**src/rtl/pinit_pkg.sv**
```systemverilog
package pinit_pkg;

  typedef enum logic [1:0] {
    OP_RMW  = 2'd0,
    OP_POLL = 2'd1,
    OP_WR   = 2'd2
  } op_e;

  typedef struct packed {
    op_e        op;
    logic [7:0] addr;
    logic [7:0] val;   // OR mask, poll mask or literal write value
  } step_t;

  typedef enum logic [2:0] {
    S_IDLE,
    S_ISSUE,
    S_RD_WAIT,
    S_WR_ISSUE,
    S_WR_WAIT
  } st_e;

  localparam int NUM_STEPS = 13;

  function automatic step_t step_at(input int unsigned idx);
    step_t s;
    case (idx)
      0:       s = '{OP_RMW,  8'h01, 8'h42};
      1:       s = '{OP_RMW,  8'h02, 8'h02};
      2:       s = '{OP_POLL, 8'h03, 8'h10};
      3:       s = '{OP_RMW,  8'h06, 8'h03};
      4:       s = '{OP_RMW,  8'h08, 8'h02};
      5:       s = '{OP_RMW,  8'h20, 8'h01};
      6:       s = '{OP_RMW,  8'h07, 8'hFF};
      7:       s = '{OP_RMW,  8'h09, 8'hFF};
      8:       s = '{OP_RMW,  8'h21, 8'hFF};
      9:       s = '{OP_RMW,  8'h22, 8'h01};
      10:      s = '{OP_RMW,  8'h23, 8'h01};
      11:      s = '{OP_RMW,  8'h0F, 8'h07};
      default: s = '{OP_WR,   8'h11, 8'h04};
    endcase
    return s;
  endfunction

endpackage

```
**src/rtl/pinit_step_rom.sv**
```systemverilog
module pinit_step_rom
  import pinit_pkg::*;
#(
  parameter int IDX_W = 4
) (
  input  logic [IDX_W-1:0] idx,
  output step_t            step
);
  always_comb step = step_at(32'(idx));
endmodule

```
**src/rtl/pinit_timer.sv**
```systemverilog
module pinit_timer #(
  parameter int LIMIT = 64
) (
  input  logic clk,
  input  logic rst,
  input  logic clr,
  input  logic en,
  output logic expired
);
  localparam int CNT_W = $clog2(LIMIT + 1);
  localparam logic [CNT_W-1:0] LIM = CNT_W'(LIMIT);

  logic [CNT_W-1:0] cnt;

  always_ff @(posedge clk) begin
    if (rst || clr)              cnt <= '0;
    else if (en && (cnt != LIM)) cnt <= cnt + 1'b1;
  end

  assign expired = (cnt == LIM);
endmodule

```
**src/rtl/phy_pad_init_seq.sv**
```systemverilog
module phy_pad_init_seq
  import pinit_pkg::*;
#(
  parameter int CLK_MHZ  = 100,
  parameter int POLL_US  = 100,
  parameter int ACK_WAIT = 64
) (
  input  logic       clk,
  input  logic       rst,
  input  logic       start,
  output logic       done,
  output logic       err,
  output logic       reg_req,
  output logic       reg_we,
  output logic [7:0] reg_addr,
  output logic [7:0] reg_wdata,
  input  logic       reg_ack,
  input  logic       reg_fail,
  input  logic [7:0] reg_rdata
);
  localparam int POLL_CYC = CLK_MHZ * POLL_US;
  localparam int IDX_W    = $clog2(NUM_STEPS);
  localparam logic [IDX_W-1:0] LAST = IDX_W'(NUM_STEPS - 1);

  st_e              st;
  logic [IDX_W-1:0] idx;
  step_t            cur;
  logic             ack_exp, poll_exp;

  pinit_step_rom #(.IDX_W(IDX_W)) u_rom (.idx(idx), .step(cur));

  pinit_timer #(.LIMIT(ACK_WAIT)) u_ack_tmr (
    .clk(clk), .rst(rst),
    .clr((st == S_ISSUE) || (st == S_WR_ISSUE)),
    .en((st == S_RD_WAIT) || (st == S_WR_WAIT)),
    .expired(ack_exp)
  );

  pinit_timer #(.LIMIT(POLL_CYC)) u_poll_tmr (
    .clk(clk), .rst(rst),
    .clr((st == S_IDLE) || (cur.op != OP_POLL)),
    .en(1'b1),
    .expired(poll_exp)
  );

  always_ff @(posedge clk) begin
    if (rst) begin
      st        <= S_IDLE;
      idx       <= '0;
      reg_req   <= 1'b0;
      reg_we    <= 1'b0;
      reg_addr  <= '0;
      reg_wdata <= '0;
      done      <= 1'b0;
      err       <= 1'b0;
    end else begin
      done <= 1'b0;
      case (st)
        S_IDLE: begin
          if (start) begin
            err <= 1'b0;
            idx <= '0;
            st  <= S_ISSUE;
          end
        end
        S_ISSUE: begin
          reg_req  <= 1'b1;
          reg_addr <= cur.addr;
          if (cur.op == OP_WR) begin
            reg_we    <= 1'b1;
            reg_wdata <= cur.val;
            st        <= S_WR_WAIT;
          end else begin
            reg_we    <= 1'b0;
            reg_wdata <= '0;
            st        <= S_RD_WAIT;
          end
        end
        S_RD_WAIT: begin
          if (reg_ack) begin
            reg_req <= 1'b0;
            if (reg_fail) begin
              err <= 1'b1;
              st  <= S_IDLE;
            end else if (cur.op == OP_POLL) begin
              if ((reg_rdata & cur.val) != '0) begin
                idx <= idx + 1'b1;
                st  <= S_ISSUE;
              end else if (poll_exp) begin
                err <= 1'b1;
                st  <= S_IDLE;
              end else begin
                st <= S_ISSUE;
              end
            end else begin
              reg_wdata <= reg_rdata | cur.val;
              st        <= S_WR_ISSUE;
            end
          end else if (ack_exp) begin
            reg_req <= 1'b0;
            err     <= 1'b1;
            st      <= S_IDLE;
          end
        end
        S_WR_ISSUE: begin
          reg_req <= 1'b1;
          reg_we  <= 1'b1;
          st      <= S_WR_WAIT;
        end
        S_WR_WAIT: begin
          if (reg_ack) begin
            reg_req <= 1'b0;
            if (reg_fail) begin
              err <= 1'b1;
              st  <= S_IDLE;
            end else if (idx == LAST) begin
              done <= 1'b1;
              st   <= S_IDLE;
            end else begin
              idx <= idx + 1'b1;
              st  <= S_ISSUE;
            end
          end else if (ack_exp) begin
            reg_req <= 1'b0;
            err     <= 1'b1;
            st      <= S_IDLE;
          end
        end
        default: st <= S_IDLE;
      endcase
    end
  end
endmodule

```
**config.mk**
```make
export PLATFORM = sky130hd
export DESIGN_NAME = phy_pad_init_seq
export DESIGN_NICKNAME = d
export VERILOG_FILES = /design/src/rtl/pinit_pkg.sv /design/src/rtl/pinit_step_rom.sv /design/src/rtl/pinit_timer.sv /design/src/rtl/phy_pad_init_seq.sv
export SDC_FILE = /design/constraint.sdc
export NUM_CORES = 1
export LEC_CHECK = 0
export ABC_AREA = 1
export BUFFER_PORTS_ARGS = -buffer_cell sky130_fd_sc_hd__buf_2
export CAP_MARGIN = 5
export CORE_ASPECT_RATIO = 1.2
export CORE_MARGIN = 2
export CORE_UTILIZATION = 25
export DETAILED_ROUTE_END_ITERATION = 16
export HOLD_SLACK_MARGIN = 0.06
export SLEW_MARGIN = 20
export SYNTH_ARGS = -nofsm -noshare
export SYNTH_HDL_FRONTEND = slang
export SYNTH_SLANG_ARGS = --single-unit
```
**constraint.sdc**
```tcl
create_clock -name clk -period 3.1 [get_ports clk]
set_input_delay 0.31 -clock clk [delete_from_list [all_inputs] [get_ports clk]]
set_output_delay 0.31 -clock clk [all_outputs]
set_load 0.03 [all_outputs]
```
# Yosys cells after proc, flatten, opt, wreduce, memory -nomap -nowiden
# Memory sizes are Yosys's and may differ from the RTL's. A register that Yosys moved wholly into a read port is not among the register bits.
# Index checks and enable logic that the tools add are counted.
[totals]
out_inout_bits = 20
mem_bits_ro = 256
in_bits = 13
word_cells = 107
n_memories = 1
reg_bits = 48
[memory_table]
columns = ["memory", "depth", "width", "read_ports", "rd_clocked_by_memory_dff", "write_ports", "line", "source"]
rows = [
  ["(no name shown)", 16, 16, 1, 1, 0, "pinit_pkg.sv:27", "case (idx)"],
]
[classes]
n_reduce_logical = 19
addsub = 3
n_mux = 44
eq_ne = 26
bitwise = 4
[ops]
columns = ["op", "count"]
rows = [
  ["$mux 4", 10],
  ["$mux 8", 4],
  ["$mux 3", 7],
  ["$mux 1", 17],
  ["$pmux 8 s2", 1],
  ["$pmux 3 s5", 1],
  ["$add 14x1->14 const B", 1],
  ["$eq 14x14->1 const B", 1],
  ["$ne 14x14->1 const B", 1],
  ["$ne 2x2->1 const B", 7],
  ["$pmux 4 s3", 1],
  ["$reduce_and 9->1", 1],
  ["$and 8x8->8", 1],
  ["$ne 4x4->1 const B", 2],
  ["$or 8x8->8", 1],
  ["$reduce_bool 8->1", 1],
  ["$add 7x1->7 const B", 1],
  ["$eq 7x7->1 const B", 1],
  ["$ne 7x7->1 const B", 1],
  ["$eq 3x2->1 const B", 2],
  ["$ne 2x1->1 const B", 3],
  ["$reduce_and 6->1", 1],
  ["$reduce_bool 2->1", 3],
  ["$logic_or 1x1->1", 5],
  ["other kinds (19)", 22],
]

# Depth between registers and ports, before layout
# Gate-level depths: netlist of run 1.
[logic_depth]
depth_word = 9
depth_mapped = 15

# Cells and area by module
# A second synthesis of run 1 with hierarchy kept.
[hier_totals]
cells_unflattened = 509
area_unflattened_um2 = 3316.9
[by_module_without_submodules]
columns = ["mod", "cells_per_inst", "area_per_inst_um2", "n_inst", "seq_area_each_um2"]
rows = [
  ["phy_pad_init_seq", 223, 1478.9, 1, 540.5],
  ["pinit_timer at u_poll_tmr", 168, 1078.5, 1, 280.3],
  ["pinit_timer at u_ack_tmr", 59, 426.7, 1, 140.1],
  ["pinit_step_rom", 59, 332.8, 1, 0.0],
]

# Worst setup path before layout of run 1
# No wires, ideal clock.
[synth_path]
kind = "reg2reg"
from = "register idx[0]"
to = "register u_rom.step[2] (netlist name)"
setup_slack_ps = 999
synth_period_minus_slack_ps = 2101
path_buffers = 0
setup_time_ps = 119
stages_incl_launch_ff = 14
t_required_ps = 2981
arrival_time_ps = 1982
path_cell_list = "dfxtp_1 -> inv_1 -> ha_1 -> nand3_1 -> nand2_1 -> nand2_1 -> nand3_1 -> nor2_4 -> nand3_1 -> nand3_1 -> inv_1 -> ha_1 -> o21ai_0 -> nand2_1"
[synth_via]
elab_chain_len = 8
elab_cells_between_ends = 14
classes_between = "1 x add/sub; 2 x eq/ne; 10 x mux; 1 x reduce/logical"
[synth_rtl]
columns = ["item", "line", "source"]
rows = [
  ["start, declared", "phy_pad_init_seq.sv:26", "logic [IDX_W-1:0] idx;"],
  ["start signal, assigned", "phy_pad_init_seq.sv:87", "idx <= idx + 1'b1;"],
  ["start signal, assigned", "phy_pad_init_seq.sv:120", "idx <= idx + 1'b1;"],
  ["$add 4x1->4", "phy_pad_init_seq.sv:87, phy_pad_init_seq.sv:120", ""],
  ["$mux 4", "phy_pad_init_seq.sv:86", "if ((reg_rdata & cur.val) != '0) begin"],
  ["$mux 4", "phy_pad_init_seq.sv:85", "end else if (cur.op == OP_POLL) begin"],
  ["$mux 4", "phy_pad_init_seq.sv:82", "if (reg_fail) begin"],
  ["$mux 4", "phy_pad_init_seq.sv:80", "if (reg_ack) begin"],
  ["$pmux 4 s3", "phy_pad_init_seq.sv:58", "case (st)"],
  ["$mux 4 (no line) (*) (2 in series)", "--", ""],
]
# Every way passes the cells marked *; elsewhere a longest branch is shown, timed or not. The select of a mux whose other input is x is not followed.
# A chain may end at the register's enable or synchronous reset.

# Final worst setup path of run 1
[layout_path]
from = "register idx[0]"
to = "register u_rom.step[2] (netlist name)"
[layout_via]
elab_chain_len = 8
elab_cells_between_ends = 14
classes_between = "1 x add/sub; 2 x eq/ne; 10 x mux; 1 x reduce/logical"
[layout_rtl]
columns = ["item", "line"]
rows = [
  ["$add 4x1->4", "phy_pad_init_seq.sv:87, phy_pad_init_seq.sv:120"],
  ["$mux 4", "phy_pad_init_seq.sv:86"],
  ["$mux 4", "phy_pad_init_seq.sv:85"],
  ["$mux 4", "phy_pad_init_seq.sv:82"],
  ["$mux 4", "phy_pad_init_seq.sv:80"],
  ["$pmux 4 s3", "phy_pad_init_seq.sv:58"],
  ["$mux 4 (no line) (*) (2 in series)", "--"],
]
# Marked as above.

==> impl_metrics.tcl, run 1 <==
set metrics [dict create \
    avgSynthCellArea_um2 7.287 \
    synthTopCellsByArea "dfxtp_1, nand2_1, nand3_1" \
    yosys.area.top_type "dfxtp_1" \
    postRouteAntennaNets 0 \
    ys_types 37 \
    max-vdd-ir-drop_mv 0.2465 \
    insertion_delay_ps 320 \
    rsz0062_at_grt "false" \
    vias_per_cell 4.503 \
    tightestPinTransition_ps 581.2 \
    die_w_um 104.3 \
    grt_pass1_vias 2600 \
    tns_ps 0 \
    place_area_um2 3309 \
    finalHoldViolCount 0 \
    dr.pass1.iters 4 \
    drc_errors 0 \
    nets 474 \
    fill_cells 1257 \
    pre_cts_ws_ps 757.8 \
    core_area_um2 11670 \
    holdBufCountCts 0 \
    hold_class "in2reg" \
    h-tree-depth 3 \
    p_leak_uw 0.001592 \
    cts_buffers 9 \
    diodes 0 \
    clk_path_buf_depth 2 \
    path_clk_slew_ps 50 \
    cts_tree "built" \
    finalWorstSetupSlack_ps 726.5 \
    io_buffers 30 \
    grt_max_degree 17 \
    post-route-period-util_pct 76.56 \
    drt_wl_total_mm 6.994 \
    ys.flop_type "dfxtp_1" \
    netlist_instances 414 \
    synth-seq-area-share_pct 39.15 \
    ios 33 \
    dieHeight_um 124.3 \
    grt_usage_pct 11.16 \
    post_cts_buffers 0 \
    crit_type "reg2reg" \
    grt-ovfl-total 0 \
    slew_headroom_pct 61.11 \
    slew_violations 0 \
    grt_pass1_wl_mm 11.81 \
    whs_ps 301.1 \
    async_flop_share_pct 0 \
    power.density_nw_per_um2 647.8 \
    routedWlPerCell_um 11.47 \
    path_max_fanout 8 \
    fmax_ghz 0.4213 \
    skew_ps 6.104 \
    cts-root-buf "clkbuf_16" \
    cp.required_ps 3310 \
    rows 43 \
    yosys_warnings 0 \
    crit_path_end_kind "flop" \
    setup_viol 0 \
    start_util_pct 25.84 \
    ys_ff_latch 59 \
    drive_above_1_share_pct 17.44 \
    critPathLaunchType "flop" \
    first_iter_violations 130 \
    syn2layout_area_growth_pct 20.61 \
    fin_crit_ps 2374 \
    routabilityCongestion 0.8805 \
    post-synth-top-area-fraction_pct 39.15 \
    dp_hpwl_mm 5.410 \
    synth_area_um2 3017 \
    antenna_found_initial 0 \
    cap_violations 0 \
    arrival_ps 2580 \
    synth-edff-count 0 \
    ctsResizeCount 0 \
    die_area_um2 12960 \
    stdcell_area_um2 3638 \
    status "complete, no violations" \
    vias 2747 \
    cts_sinks 59 \
]
-- layer usage --
layer | vias to the layer above | share of wire [%] | GRT usage (%)
met1 | 1252 | 42 | 12.01
met5 | - | 0 | 0
li1 | 1439 | - | -
met3 | 10 | 3.7 | 2.930
met2 | 46 | 53 | 20.11
met4 | 0 | 1.9 | 5.326
-- power by group --
group	leakage (uW)	total (uW)	switching (uW)	internal (uW)
registers	0.000479	857	37.9	820
logic	0.000954	417	292	125
clock network	0.000159	1080	338	745
total	0.00159	2360	667	1690
-- per-stage QoR --
step	power (uW)	util, %	std cells
after floorplan	1191	-	415
after global placement	1286	28.35	594
after detailed placement	1293	28.35	594
after CTS	2380	31.16	610
after global routing	2466	31.16	610
final	2357	31.16	610
-- worst max-delay path: stages (launching register included) --
cell,delay [ps]
dfxtp_1,370
inv_1,90
ha_1,190
nand3_1,150
nand2_1,70
nand2_1,70
nand3_1,100
nor2_4,160
nand3_1,80
nand3_1,250
inv_1,140
ha_1,350
o21ai_0,170
nand2_1,60
-- cell families after synthesis --
group           after synthesis  synth area share, %
other cells                   1               0.1243
xor+xnor                      2               0.5808
simple gates                206                33.02
buf+inv                      56                8.088
fa+ha+maj                    13                5.392
compound gates               77                13.65
flops                        59                39.15
-- cell usage in the layout, fill, tap and decap left out, types with 3 or more instances in the layout --
master,instances
dfxtp_1,59
nand2_1,91
nor2_4,4
nand3_1,42
nor2_1,33
o21ai_1,3
nand3_2,5
ha_1,13
nor3_1,6
a21oi_1,34
a31oi_1,7
nand4_1,6
o21a_1,3
inv_1,40
buf_2,30
nand2_2,7
or2_2,3
o21ai_0,26
inv_2,6
clkbuf_16,9
-- flip-flops by register name, summed over array words and instances (netlist names) --
signal and flops:
st 3, err 1, u_poll_tmr.cnt 14, done 1, u_rom.step 13, reg_req 1, reg_we 1, u_ack_tmr.cnt 7
idx 4, reg_wdata 8, reg_addr 6
-- final cells by class --
class	instances	area [um^2]	share of cell area, %
Inverter	47	178.9	4.917
Multi-Input combinational cell	300	1595	43.84
Timing Repair Buffer	31	157.7	4.333
Tap cell	157	196.4	5.399
Clock buffer	12	256.5	7.050
Sequential cell	59	1181	32.46
Clock inverter	4	72.57	1.994
-- cell usage after synthesis (all sizes together), types with 3 or more instances --
cell / number
nor3: 8
a31oi: 7
nand2: 99
ha: 13
o21a: 3
nor2: 39
inv: 47
buf: 7
or2: 3
nand3: 48
nand4: 6
o21ai: 29
dfxtp: 59
a21oi: 34
-- worst paths after layout --
check | start | endpoint | slack, ps | cells past startpoint
worst max-delay path | idx[0] | u_rom.step[2] | 730 | 13
worst min-delay path | reg_rdata[7] | reg_wdata[7] | 300 | 3
worst max register to register | idx[0] | u_rom.step[2] | 730 | 13
worst min register to register | reg_addr[4] | reg_addr[4] | 460 | 2
Power figures use the tool's default switching activity.
==> run 2, diff against run 1 <==
--- a/config.mk
+++ b/config.mk
@@ -5,7 +5,7 @@
 export SDC_FILE = /design/constraint.sdc
 export NUM_CORES = 1
 export LEC_CHECK = 0
-export ABC_AREA = 1
+export ABC_AREA = 0
 export BUFFER_PORTS_ARGS = -buffer_cell sky130_fd_sc_hd__buf_2
 export CAP_MARGIN = 5
 export CORE_ASPECT_RATIO = 1.2
==> constraint.sdc (replaced) <==
create_clock -name clk -period 2.45 [get_ports clk]
set_input_delay 0.245 -clock clk [delete_from_list [all_inputs] [get_ports clk]]
set_output_delay 0.245 -clock clk [all_outputs]
set_load 0.03 [all_outputs]
==> run 2 against run 1 <==
Against the previous run: die area is 5.0% lower; global-route usage rose by 0.38 points; synthesized cell count fell by 23%; sequential share of layout area shrank 1.7 points; synthesized area shrank 5.1%; non-clock buffer count is 38 higher; critical endpoint is now u_rom.step[1]; clock skew decreased by 1.0 ps; the run now ends with negative setup slack left.
==> impl_metrics.tcl, run 2 <==
set metrics [dict create \
    drt_wl_total_mm 6.815 \
    avgSynthCellArea_um2 8.942 \
    largest_reg_flops 14 \
    ys_ff_latch 59 \
    post-synth-top-area-fraction_pct 41.28 \
    synth_area_um2 2861 \
    grt-ovfl-total 0 \
    slew_headroom_pct 59.71 \
    clk_path_buf_depth 2 \
    routabilityCongestion 0.8424 \
    status "finished, violations left" \
    ios 33 \
    grt_pass1_vias 2403 \
    final_cell_mix "dfxtp_1, nor2_1, buf_4" \
    tightestPinTransition_ps 598.0 \
    yosys.cell_count.top_type "dfxtp_1" \
    h-tree-depth 3 \
    insertion_delay_ps 320 \
    synth-seq-area-share_pct 41.28 \
    crit_type "reg2reg" \
    finalWorstSetupSlack_ps -113.3 \
    core_area_um2 11090 \
    slew_violations 0 \
    cts_buffers 9 \
    regMostFlops "u_poll_tmr.cnt" \
    vias 2445 \
    violations "negative setup slack" \
    cp.required_ps 2690 \
    cts_sinks 59 \
    drc_errors 0 \
    yosys_warnings 0 \
    pre_cts_ws_ps -183.1 \
    start_util_pct 25.81 \
    vias_per_cell 4.478 \
    grt_usage_pct 11.54 \
    nets 414 \
    power.density_nw_per_um2 602.5 \
    die_area_um2 12320 \
    arrival_ps 2800 \
    io_buffers 30 \
    cts_tree "built" \
    dr.pass1.iters 4 \
    drive_above_1_share_pct 29.85 \
    netlist_instances 320 \
    hold_class "in2reg" \
    mostFrequentLayoutCell "dfxtp_1" \
    finalHoldViolCount 0 \
    setup_viol 5 \
    cts-root-buf "clkbuf_16" \
    syn2layout_area_growth_pct 34.41 \
    max-vdd-ir-drop_mv 0.2395 \
    post-route-period-util_pct 104.6 \
    r2r_cells 9 \
    yosys.area.top_type "dfxtp_1" \
    routedWlPerCell_um 12.48 \
    fin_crit_ps 2563 \
    tns_ps -378.9 \
    fmax_ghz 0.3901 \
    grt_pass1_wl_mm 11.13 \
    path_clk_slew_ps 50 \
    cap_violations 0 \
    rows 42 \
    skew_ps 5.103 \
    whs_ps 258.3 \
    synth_commonest_cells "dfxtp_1, nor2_1, a21oi_1, nand3_1, nand2_1" \
    die_w_um 101.7 \
    postRouteAntennaNets 0 \
    ys.flop_type "dfxtp_1" \
    crit_path_end_kind "flop" \
    synthTopCellsByArea "dfxtp_1, ha_1, nor2_1" \
    grt_max_degree 32 \
    whs_path_depth 2 \
    dieHeight_um 121.2 \
    power_uw 2317 \
    fill_cells 1137 \
    async_flop_share_pct 0 \
    ys_types 56 \
    diodes 0 \
    synth-edff-count 0 \
    p_leak_uw 0.001525 \
    path_max_fanout 3 \
    first_iter_violations 106 \
    critPathLaunchType "flop" \
    antenna_found_initial 0 \
    rsz0062_at_grt "true" \
    dp_hpwl_mm 5.069 \
]
-- run 2: cell types whose count changed after synthesis, moves of 7 or more --
cell and change:
mux2i_1 +13, nand3_1 -23, nand2b_1 +10, o21ai_0 -18
nor2_1 +10, xor2_1 +11, inv_1 -27, a31oi_1 -7
nand2_1 -75, a21oi_1 -15
-- run 2: through the flow --
step | std cells | cell area (um^2) | util, %
3_3_place_gp | 527 | 3416 | 30.81
4_1_cts | 542 | 3709 | 33.45
6_report | 546 | 3846 | 34.69
5_1_grt | 546 | 3846 | 34.69
3_5_place_dp | 527 | 3416 | 30.81
2_1_floorplan | 321 | 2885 | -
-- run 2: kinds of logic (layout without fill, tap and decap cells) --
group | after synthesis | in the layout | share of synthesized area, %
xor gates and xnor gates | 17 | 17 | 5.203
adders and majority gates | 13 | 13 | 5.684
DFF | 59 | 59 | 41.28
AOI/OAI and AO/OA | 61 | 61 | 15.00
and+or+nand+nor | 128 | 128 | 23.04
muxes | 15 | 15 | 5.334
buffers and inverters | 26 | 97 | 4.329
other | 1 | 2 | 0.1311
-- run 2: routing by layer --
metal | GRT usage [%] | share of wire [%]
met5 | 0 | 0
met3 | 2.765 | 3.1
met1 | 14.45 | 45
met4 | 5.321 | 1.6
met2 | 18.54 | 50
-- run 2: worst paths after layout --
| path | from | end | slack [ps] |
|---|---|---|---|
| worst min register to register | reg_we | reg_we | 460 |
| worst min-delay path | rst | reg_we | 260 |
| worst max-delay path | idx[0] | u_rom.step[1] | -110 |
| worst max register to register | idx[0] | u_rom.step[1] | -110 |
-- run 2: where the power goes --
group          internal (uW)  total [uW]  switching, uW
clock                    699        1100            404
combinational           93.5         226            132
sequential               977         989           12.7
-- run 2: layout make-up --
cell class / instances / area, um^2 / area share, %
Timing Repair Buffer: 69 / 457.9 / 11.91
Inverter: 13 / 56.30 / 1.464
Clock inverter: 3 / 15.01 / 0.3904
Multi-Input combinational cell: 236 / 1694 / 44.05
Tap cell: 154 / 192.7 / 5.010
Clock buffer: 12 / 246.5 / 6.409
Sequential cell: 59 / 1184 / 30.77
-- run 2: repair_timing --
action / CTS / global route
setup buffers: 0 / 4
endpoints found under the setup margin: 12 / 12
pin swaps: 3 / 5
resized for setup: 6 / 25
hold endpoints to repair: 0 / 0
hold buffers: 0 / 0
-- run 2: worst max-delay path: stages (launching register included) --
cell and delay, ps:
dfxtp_2 330, inv_2 50, ha_4 150, and3_4 170, or3_4 330, a211oi_4 320, mux2_4 370, ha_4 170
or4_1 500, o211ai_1 100
==> run 3, diff against run 2 <==
--- a/config.mk
+++ b/config.mk
@@ -13,6 +13,7 @@
 export CORE_UTILIZATION = 25
 export DETAILED_ROUTE_END_ITERATION = 16
 export HOLD_SLACK_MARGIN = 0.06
+export REMOVE_ABC_BUFFERS = 1
 export SLEW_MARGIN = 20
 export SYNTH_ARGS = -nofsm -noshare
 export SYNTH_HDL_FRONTEND = slang
==> constraint.sdc (replaced) <==
create_clock -name clk -period 2.2 [get_ports clk]
set_input_delay 0.22 -clock clk [delete_from_list [all_inputs] [get_ports clk]]
set_output_delay 0.22 -clock clk [all_outputs]
set_load 0.03 [all_outputs]
==> run 3 against run 2 <==
Against the previous run: the flow still finishes with violations (negative setup slack); critical path depth is 1 higher; core utilization is 2.5 points higher; sequential share of layout area down 2.0 points; worst setup slack worse by 300 ps; register-to-register slack lost 300 ps; cell area rose by 7.2%; die area unchanged; clock skew is 4.8 ps higher; power grew 18%; global-route usage rose by 0.79 points; cell count up 3.5%; wire length grew 7.4%; critical path type unchanged.
==> impl_metrics.tcl, run 3 (synthesis gave the netlist of run 2 again) <==
set metrics [dict create \
    status "finished, violations left" \
    violations "negative setup slack" \
    drt_wl_total_mm 7.319 \
    holdBufCountCts 0 \
    setup_viol 15 \
    regMostFlops "u_poll_tmr.cnt" \
    crit_path_end_kind "flop" \
    placed_cells 542 \
    tns_ps -4162 \
    dieHeight_um 121.2 \
    grt_usage_pct 12.33 \
    seqPwrFrac_pct 40.0 \
    cp.required_ps 2450 \
    io_buffers 30 \
    path_clk_slew_ps 50 \
    finalWorstSetupSlack_ps -411.9 \
    start_util_pct 25.81 \
    nets 434 \
    dr.pass1.iters 5 \
    clock_power_share_pct 49.3 \
    antenna_found_initial 1 \
    vias_per_cell 4.612 \
    slowest_delay_ps 460 \
    critPathLaunchType "flop" \
    cpMostUsedCell "ha_4" \
    swShare_pct 23.34 \
    skew_ps 9.888 \
    grt_pass1_wl_mm 11.92 \
    cts_tree "built" \
    final_cell_mix "dfxtp_1, buf_4, nor2_1" \
    drc_errors 0 \
    max-vdd-ir-drop_mv 0.2512 \
    p_comb_share_pct 10.7 \
    grt_pass1_vias 2579 \
    finalHoldViolCount 0 \
    largest_reg_flops 14 \
    rsz0062_at_grt "true" \
    stdcell_area_um2 4121 \
    place_area_um2 3508 \
    grt-ovfl-total 0 \
    vias 2606 \
    grt_max_degree 39 \
    slowest_stage "or4_1" \
    syn2layout_area_growth_pct 44.03 \
    die_area_um2 12320 \
    h-tree-depth 3 \
    ios 33 \
    dp_hpwl_mm 5.125 \
    slew_headroom_pct 61.62 \
    power.density_nw_per_um2 666.1 \
    insertion_delay_ps 330 \
    path_max_fanout 4 \
    cap_violations 0 \
    path_cells "inv_2 > ha_4 > and3_4 > or3_4 > a211oi_4 > buf_4 > mux2_4 > ha_4 > or4_1 > o211ai_1" \
    p_int_uw 2104 \
    postRouteAntennaNets 0 \
    tightestPinTransition_ps 569.7 \
    die_w_um 101.7 \
    path_delay_family "simple AND/OR/NAND/NOR gates" \
    diodes 0 \
    first_iter_violations 81 \
    switchingPower_uw 640.7 \
    fin_cells 565 \
    fmax_ghz 0.3829 \
    slew_violations 0 \
    cts_buffers 9 \
    arrival_ps 2870 \
    crit_type "reg2reg" \
    crit_buf_inv 2 \
    cts_sinks 59 \
    drive_above_1_share_pct 36.74 \
    post-route-period-util_pct 118.7 \
    rows 42 \
    cts-root-buf "clkbuf_16" \
    hold_class "in2reg" \
    p_leak_uw 0.001663 \
    clk_path_buf_depth 2 \
    routabilityCongestion 0.8621 \
    fin_crit_ps 2612 \
    mostFrequentLayoutCell "dfxtp_1" \
    core_area_um2 11090 \
    routedWlPerCell_um 12.95 \
]
[run 3: cell types whose count changed in the layout (fill, tap and decap cells not counted), moves of 2 or more]
cell | previous run | this run
nor2_1 | 43 | 41
a21oi_1 | 17 | 15
nand3_2 | 1 | 5
buf_6 | 4 | 10
buf_4 | 35 | 49
nand2_1 | 16 | 14
o21ai_1 | 0 | 2
nand3_1 | 18 | 13
[run 3: area by class of cell]
class / count / area [um^2]
Clock buffer: 11 / 242.7
Clock inverter: 3 / 40.04
Fill cell: 1089 / 6967
Inverter: 13 / 51.30
Multi-Input combinational cell: 236 / 1779
Sequential cell: 59 / 1185
Tap cell: 154 / 192.7
Timing Repair Buffer: 89 / 630.6
[run 3: repair_timing]
item | CTS | global route
pin swaps | 12 | 19
gates resized for setup | 25 | 40
setup endpoints to repair | 16 | 17
setup buffers | 4 | 6
gates cloned | 0 | 0
[run 3: worst min-delay path, stage by stage]
cell      delay [ps]
buf_2            100
o211ai_1          80
a21oi_1          140
[run 3: power by group through the flow]
stage / logic, uW / clock network (uW) / registers, uW
floorplan: 130 / 0 / 1140
global placement: 263 / 0 / 1120
detailed placement: 265 / 0 / 1120
CTS: 279 / 1380 / 1100
global route: 321 / 1430 / 1100
finish: 294 / 1350 / 1100
[run 3: stage by stage]
stage	hold slack [ps]	util, %	power, uW	worst slack (ps)
after floorplan	289.1	-	1269	-608.0
after global placement	448.0	31.64	1381	-380.8
after detailed placement	454.9	31.64	1383	-401.1
after CTS	237.0	35.29	2755	-344.7
after global routing	261.8	37.17	2847	-482.5
final	250.1	37.17	2745	-411.9
[run 3: layer usage]
layer,global-route usage (%),vias up,wire length [um]
met1,14.62,1263,3251
met2,20.48,25,3692
met5,0,-,11
met4,5.405,2,108
met3,3.514,14,256
li1,-,1302,-
[run 3: path summary, 6_finish.rpt]
path	from	to	slack (ps)	cells past startpoint
worst min register to register	reg_we	reg_we	460	2
worst min-delay path	reg_rdata[7]	reg_wdata[7]	250	3
worst max register to register	idx[0]	u_rom.step[1]	-410	10
worst max-delay path	idx[0]	u_rom.step[1]	-410	10
